File: src/rtl/burst_prog_pkg.sv
package burst_prog_pkg;

  // Strobes from the sequencer to the datapath
  typedef struct packed {
    logic loadAddr;  // load live address from start address
    logic incAddr;   // step live address to next word
    logic retire;    // current slot accepted by flash
  } seqStrobe_t;

endpackage

File: src/rtl/burst_prog_datapath.sv
module burst_prog_datapath
  import burst_prog_pkg::*;
#(
  parameter int unsigned DATA_W = 32,
  parameter int unsigned ADDR_W = 32,
  parameter int unsigned SLOTS  = 4,
  parameter int unsigned SEL_W  = 3,
  parameter int unsigned IDX_W  = 2
) (
  input  logic              clk,
  input  logic              rstN,
  input  logic              wrEn,
  input  logic [SEL_W-1:0]  wrSel,
  input  logic [DATA_W-1:0] wrData,
  input  logic [SEL_W-1:0]  rdSel,
  output logic [DATA_W-1:0] rdData,
  input  logic [ADDR_W-1:0] startAddr,
  input  seqStrobe_t        strb,
  input  logic [IDX_W-1:0]  slotIdx,
  output logic [SLOTS-1:0]  pending,
  output logic [ADDR_W-1:0] curAddr,
  output logic [DATA_W-1:0] slotData
);

  localparam logic [SEL_W-1:0]  ALIAS_SEL = SEL_W'(SLOTS);
  localparam logic [ADDR_W-1:0] WORD_STEP = ADDR_W'(4);

  logic [DATA_W-1:0] slotReg [SLOTS];
  logic [SLOTS-1:0]  hit;

  for (genvar g = 0; g < SLOTS; g++) begin : gSlot
    if (g == 0) begin : gAlias
      assign hit[g] = wrEn && (wrSel == SEL_W'(g) || wrSel == ALIAS_SEL);
    end else begin : gPlain
      assign hit[g] = wrEn && (wrSel == SEL_W'(g));
    end

    always_ff @(posedge clk or negedge rstN) begin
      if (!rstN) begin
        slotReg[g] <= '0;
        pending[g] <= 1'b0;
      end else if (hit[g]) begin
        slotReg[g] <= wrData;
        pending[g] <= 1'b1;
      end else if (strb.retire && slotIdx == IDX_W'(g)) begin
        pending[g] <= 1'b0;
      end
    end

    // a CPU write always leaves the flag set
    assert_write_sets_flag_R2: assert property (@(posedge clk) disable iff (!rstN)
      hit[g] |=> pending[g]);

    // an accepted word with no competing write clears its flag
    assert_retire_clears_R6: assert property (@(posedge clk) disable iff (!rstN)
      (strb.retire && slotIdx == IDX_W'(g) && !hit[g]) |=> !pending[g]);
  end

  always_ff @(posedge clk or negedge rstN) begin
    if (!rstN) begin
      curAddr <= '0;
    end else if (strb.loadAddr) begin
      curAddr <= {startAddr[ADDR_W-1:2], 2'b00};
    end else if (strb.incAddr) begin
      curAddr <= curAddr + WORD_STEP;
    end
  end

  always_comb begin
    rdData = '0;
    for (int i = 0; i < SLOTS; i++) begin
      if (rdSel == SEL_W'(i)) rdData = slotReg[i];
    end
    if (rdSel == ALIAS_SEL) rdData = slotReg[0];
  end

  assign slotData = slotReg[slotIdx];

  // live address is always word aligned
  assert_addr_aligned_R4: assert property (@(posedge clk) disable iff (!rstN)
    curAddr[1:0] == 2'b00);

endmodule

File: src/rtl/burst_prog_ctrl.sv
module burst_prog_ctrl
  import burst_prog_pkg::*;
#(
  parameter int unsigned SLOTS = 4,
  parameter int unsigned IDX_W = 2
) (
  input  logic             clk,
  input  logic             rstN,
  input  logic             start,
  input  logic [IDX_W-1:0] startLen,
  input  logic [SLOTS-1:0] pending,
  input  logic             flashAck,
  input  logic             flashErr,
  output logic             busy,
  output logic             fail,
  output logic [IDX_W-1:0] slotIdx,
  output logic             flashReq,
  output seqStrobe_t       strb
);

  logic [IDX_W-1:0] lastIdx;
  logic take, accept, abort, atLast;

  assign flashReq = busy && pending[slotIdx];
  assign take     = start && !busy;
  assign abort    = flashReq && flashErr;
  assign accept   = flashReq && flashAck && !flashErr;
  assign atLast   = (slotIdx == lastIdx);

  always_comb begin
    strb          = '0;
    strb.loadAddr = take;
    strb.incAddr  = accept && !atLast;
    strb.retire   = accept;
  end

  always_ff @(posedge clk or negedge rstN) begin
    if (!rstN) begin
      busy    <= 1'b0;
      fail    <= 1'b0;
      slotIdx <= '0;
      lastIdx <= '0;
    end else if (take) begin
      busy    <= 1'b1;
      fail    <= 1'b0;
      slotIdx <= '0;
      lastIdx <= startLen;
    end else if (abort) begin
      busy <= 1'b0;
      fail <= 1'b1;
    end else if (accept) begin
      if (atLast) busy <= 1'b0;
      else        slotIdx <= slotIdx + 1'b1;
    end
  end

  // an error response ends the burst and flags failure
  assert_abort_fails_R9: assert property (@(posedge clk) disable iff (!rstN)
    abort |=> (fail && !busy));

  // acceptance of the last slot ends the burst cleanly
  assert_last_ends_R8: assert property (@(posedge clk) disable iff (!rstN)
    (accept && atLast) |=> (!busy && !fail));

  // a start while busy changes nothing in the sequence
  assert_start_ignored_R11: assert property (@(posedge clk) disable iff (!rstN)
    (busy && start && !flashReq) |=> (busy && $stable(slotIdx)));

  // no request is raised for an empty slot
  assert_stall_no_req_R7: assert property (@(posedge clk) disable iff (!rstN)
    (busy && !pending[slotIdx]) |-> !flashReq);

endmodule

File: src/rtl/burst_prog_stager.sv
module burst_prog_stager
  import burst_prog_pkg::*;
#(
  parameter int unsigned DATA_W = 32,
  parameter int unsigned ADDR_W = 32,
  parameter int unsigned SLOTS  = 4,
  localparam int unsigned SEL_W = $clog2(SLOTS + 1),
  localparam int unsigned IDX_W = $clog2(SLOTS)
) (
  input  logic              clk,
  input  logic              rstN,
  input  logic              regWrEn,
  input  logic [SEL_W-1:0]  regWrSel,
  input  logic [DATA_W-1:0] regWrData,
  input  logic [SEL_W-1:0]  regRdSel,
  output logic [DATA_W-1:0] regRdData,
  input  logic              start,
  input  logic [ADDR_W-1:0] startAddr,
  input  logic [IDX_W-1:0]  startLen,
  output logic              flashReq,
  output logic [ADDR_W-1:0] flashAddr,
  output logic [DATA_W-1:0] flashData,
  input  logic              flashAck,
  input  logic              flashErr,
  output logic              busy,
  output logic              fail,
  output logic [SLOTS-1:0]  pending,
  output logic [ADDR_W-1:0] curAddr
);

  seqStrobe_t       strb;
  logic [IDX_W-1:0] slotIdx;

  burst_prog_ctrl #(.SLOTS(SLOTS), .IDX_W(IDX_W)) uCtrl (
    .clk      (clk),
    .rstN     (rstN),
    .start    (start),
    .startLen (startLen),
    .pending  (pending),
    .flashAck (flashAck),
    .flashErr (flashErr),
    .busy     (busy),
    .fail     (fail),
    .slotIdx  (slotIdx),
    .flashReq (flashReq),
    .strb     (strb)
  );

  burst_prog_datapath #(
    .DATA_W(DATA_W), .ADDR_W(ADDR_W), .SLOTS(SLOTS),
    .SEL_W(SEL_W), .IDX_W(IDX_W)
  ) uData (
    .clk       (clk),
    .rstN      (rstN),
    .wrEn      (regWrEn),
    .wrSel     (regWrSel),
    .wrData    (regWrData),
    .rdSel     (regRdSel),
    .rdData    (regRdData),
    .startAddr (startAddr),
    .strb      (strb),
    .slotIdx   (slotIdx),
    .pending   (pending),
    .curAddr   (curAddr),
    .slotData  (flashData)
  );

  assign flashAddr = curAddr;

  // an open request keeps its address until answered
  assert_req_held_R5: assert property (@(posedge clk) disable iff (!rstN)
    (flashReq && !flashAck && !flashErr && !regWrEn) |=> (flashReq && $stable(flashAddr)));

endmodule

File: config.mk
export PLATFORM = sky130hd
export DESIGN_NAME = burst_prog_stager
export DESIGN_NICKNAME = d
export VERILOG_FILES = /design/src/rtl/burst_prog_pkg.sv /design/src/rtl/burst_prog_datapath.sv /design/src/rtl/burst_prog_ctrl.sv /design/src/rtl/burst_prog_stager.sv
export SDC_FILE = /design/constraint.sdc
export NUM_CORES = 1
export LEC_CHECK = 0
export CAP_MARGIN = 20
export CORE_MARGIN = 4
export CORE_UTILIZATION = 52
export CTS_BUF_LIST = sky130_fd_sc_hd__clkbuf_4 sky130_fd_sc_hd__clkbuf_8
export DETAILED_ROUTE_END_ITERATION = 6
export HOLD_SLACK_MARGIN = 0.05
export MAX_ROUTING_LAYER = met4
export PLACE_DENSITY = 0.81
export SLEW_MARGIN = 30
export SYNTH_ARGS = -nofsm -noshare
export SYNTH_HDL_FRONTEND = slang
export SYNTH_SLANG_ARGS = --single-unit
File: constraint.sdc
create_clock -name clk -period 2.15 [get_ports clk]
set_input_delay 0.43 -clock clk [delete_from_list [all_inputs] [get_ports clk]]
set_output_delay 0.43 -clock clk [all_outputs]
set_load 0.1 [all_outputs]
==> flow_metrics.py <==
metrics = {
    "worst_setup_path": {
        "reg2reg_from": "uCtrl.slotIdx[0]",
        "cp_data_required_time_ns": 1.72,
        "endpoint_kind": "output pin",
        "ff2ff_setup_slack_ns": 0.10,
        "crit_chain": "buf_6, buf_12, mux4_2, buf_12",
        "slowest_delay_ns": 0.58,
        "reg2reg_depth": 9,
        "slowest_stage": "mux4_2",
        "crit_type": "reg -> out",
        "r2r-end": "uData.curAddr[27]",
        "crit_top_cell": "buf_12",
        "arrival_ns": 1.94,
        "critPathMaxFanout": 7,
        "worst_setup_path_start_kind": "flop",
    },
    "clocking": {
        "cts-root-buf": "clkbuf_8",
        "cts_tree": "built",
        "worstSkewPairLatency_ns": 0.48,
        "cts_sinks": 168,
        "clk_pin_slew_worst_paths_ns": 0.09,
        "h-tree-depth": 4,
        "clockBufferDepth": 2,
        "cts_buffers": 17,
    },
    "global_routing": {
        "antenna_found_initial": 0,
        "grt_overflow": 0,
        "grt_max_degree": 59,
        "first_global_vias": 7648,
        "grt_pass1_wl_mm": 41.9,
        "grt_use_total_pct": 28.0,
    },
    "sta": {
        "rsz0062_at_grt": "yes",
        "setup_slack_ns": -0.223,
        "slew_violations": 0,
        "fin_crit_ns": 2.37,
        "setup_viol": 33,
        "setup-tns-final_ns": -5.65,
        "holdWs_ns": 0.435,
        "clock.fmax_ghz": 0.421,
        "hold_violations": 0,
        "finClkSkew_ns": 0.0154,
        "finalCritPeriodShare_pct": 110,
    },
    "die": {
        "fp.coreArea_sq_um": 16800,
        "num_io_pins": 213,
        "die_w_microns": 139,
        "chipHeight_microns": 139,
        "start_util_pct": 53.6,
        "die_area_sq_um": 19500,
        "std_cell_rows": 47,
    },
    "drt": {
        "via_per_inst": 6.04,
        "ant_nets": 0,
        "wl_mm": 26.4,
        "wl_per_cell_microns": 22.1,
        "drt_drc_violations_left": 0,
        "dr.first_iter.drc_count": 383,
        "drt_pass1_iterations": 5,
        "vias": 7208,
    },
    "synth": {
        "synth.avg_cell_area_sq_um": 12.1,
        "synthFlopType": "dfrtp_1",
        "yosysSeqAreaShare_pct": 46.8,
        "synthDominantCellAreaShare_pct": 46.8,
        "yosysTopAreaCell": "dfrtp_1",
        "async_flop_share_pct": 100,
        "syn_area_sq_um": 8990,
        "synth_common_cells": "168 x dfrtp_1, 129 x mux2_2, 78 x nand2_1, 48 x a22oi_1, 34 x buf_4",
        "synth_most_common_cell": "dfrtp_1",
        "syn-instance-count": 745,
        "ys_top_cells_by_area": "dfrtp_1 47%, mux2_2 16%, mux4_2 8.0%",
        "yosys.cell_types.count": 56,
        "yosysWarnings": 0,
        "synth-edff-count": 0,
        "synth-seq-cells": 168,
    },
    "run_status": {
        "status": "finished with violations",
        "violations": "negative setup slack",
    },
    "layout": {
        "seq_area_sq_um": 4250,
        "final_core_util_pct": 77.9,
        "drive_gt1_share_pct": 54.0,
        "multiInputGateArea_sq_um": 4800,
        "num_antenna_cells": 0,
        "area_growth_pct": 45.2,
        "nNetsFinal": 1043,
        "fillers": 1015,
    },
    "hold_path": {
        "hp-class": "in -> async",
    },
    "place": {
        "port_buffers": 206,
        "place_ws_ns": -0.508,
        "gp_congestion": 0.880,
        "dp_hpwl_mm": 18.3,
    },
    "flow_run": {
        "max-cap-violations": 0,
    },
}
repair_timing:
item,in CTS,in global routing
buffers inserted,10,2
setup endpoints to repair,65,79
cloned,3,2
hold buffers,1,0
endpoints found under the hold margin,46,0
pin swaps,3,2
resized for setup,36,11
critical path: cells and delay by family (launching register included):
kind | cells | cell delay, ns
buf+inv | 3 | 0.48
flops | 1 | 0.41
mux | 1 | 0.58
kinds of logic after synthesis:
family,after synthesis,synth area share (%)
xor+xnor,24,2.42
flops,168,46.8
compound gates,118,9.24
fa+ha+maj,5,0.696
mux,169,25.1
other cells,1,0.0417
buf+inv,84,5.55
simple gates,176,10.2
metrics by stage:
step           cells  instance area (sq um)
2_1_floorplan    748                   9420
5_1_grt         1193                  13100
6_report        1193                  13100
4_1_cts         1190                  13000
3_5_place_dp    1144                  12300
3_3_place_gp    1144                  12300
cell type report:
type	instances	area share, %
Clock buffer	18	1.90
Clock inverter	14	1.05
Inverter	4	0.134
Multi-Input combinational cell	496	36.8
Sequential cell	168	32.6
Tap cell	220	2.11
Timing Repair Buffer	273	25.5
how the worst max path moves through the flow:
stage / slack [ns] / from / endpoint
global placement: -0.38 / regRdSel[0] / regRdData[1]
finish: -0.22 / uCtrl.slotIdx[0] / flashData[10]
global route: -0.29 / uCtrl.slotIdx[0] / flashData[10]
floorplan: -0.05 / regRdSel[0] / regRdData[8]
CTS: -0.27 / uCtrl.slotIdx[0] / flashData[26]
detailed placement: -0.51 / regRdSel[0] / regRdData[3]
layer usage:
layer  GRT usage [%]  routed length, microns  part of all wire [%]
met1            33.6                   10100                    38
met2            46.4                   13900                    52
met3            6.62                    1710                   6.5
met4            10.3                     697                   2.6
met5               -                       0                     0
sequential cells by signal (all words and copies together), names as in the netlist:
signal	cells
uCtrl.busy	1
uCtrl.fail	1
uCtrl.lastIdx	2
uCtrl.slotIdx	2
uData.curAddr	30
uData.pending	4
uData.slotReg	128
placed cells by master, fill, tap and decap left out, types with 7 or more instances in the layout:
cell,count
clkbuf_8,18
xnor2_1,18
mux4_2,32
buf_6,9
nor2b_1,7
nor2_1,15
buf_12,77
a21oi_1,12
buf_4,106
mux2i_1,7
mux2_2,129
nand3_1,14
a22oi_1,14
dfrtp_1,135
clkdlybuf4s50_1,71
nand2_4,20
o21ai_0,16
o21ai_1,10
nand2_1,54
a22oi_2,34
dfrtp_2,31
Power is left out: the tool's default activity adds up to more than one toggle a clock period on the data nets, which glitch-free logic cannot reach.
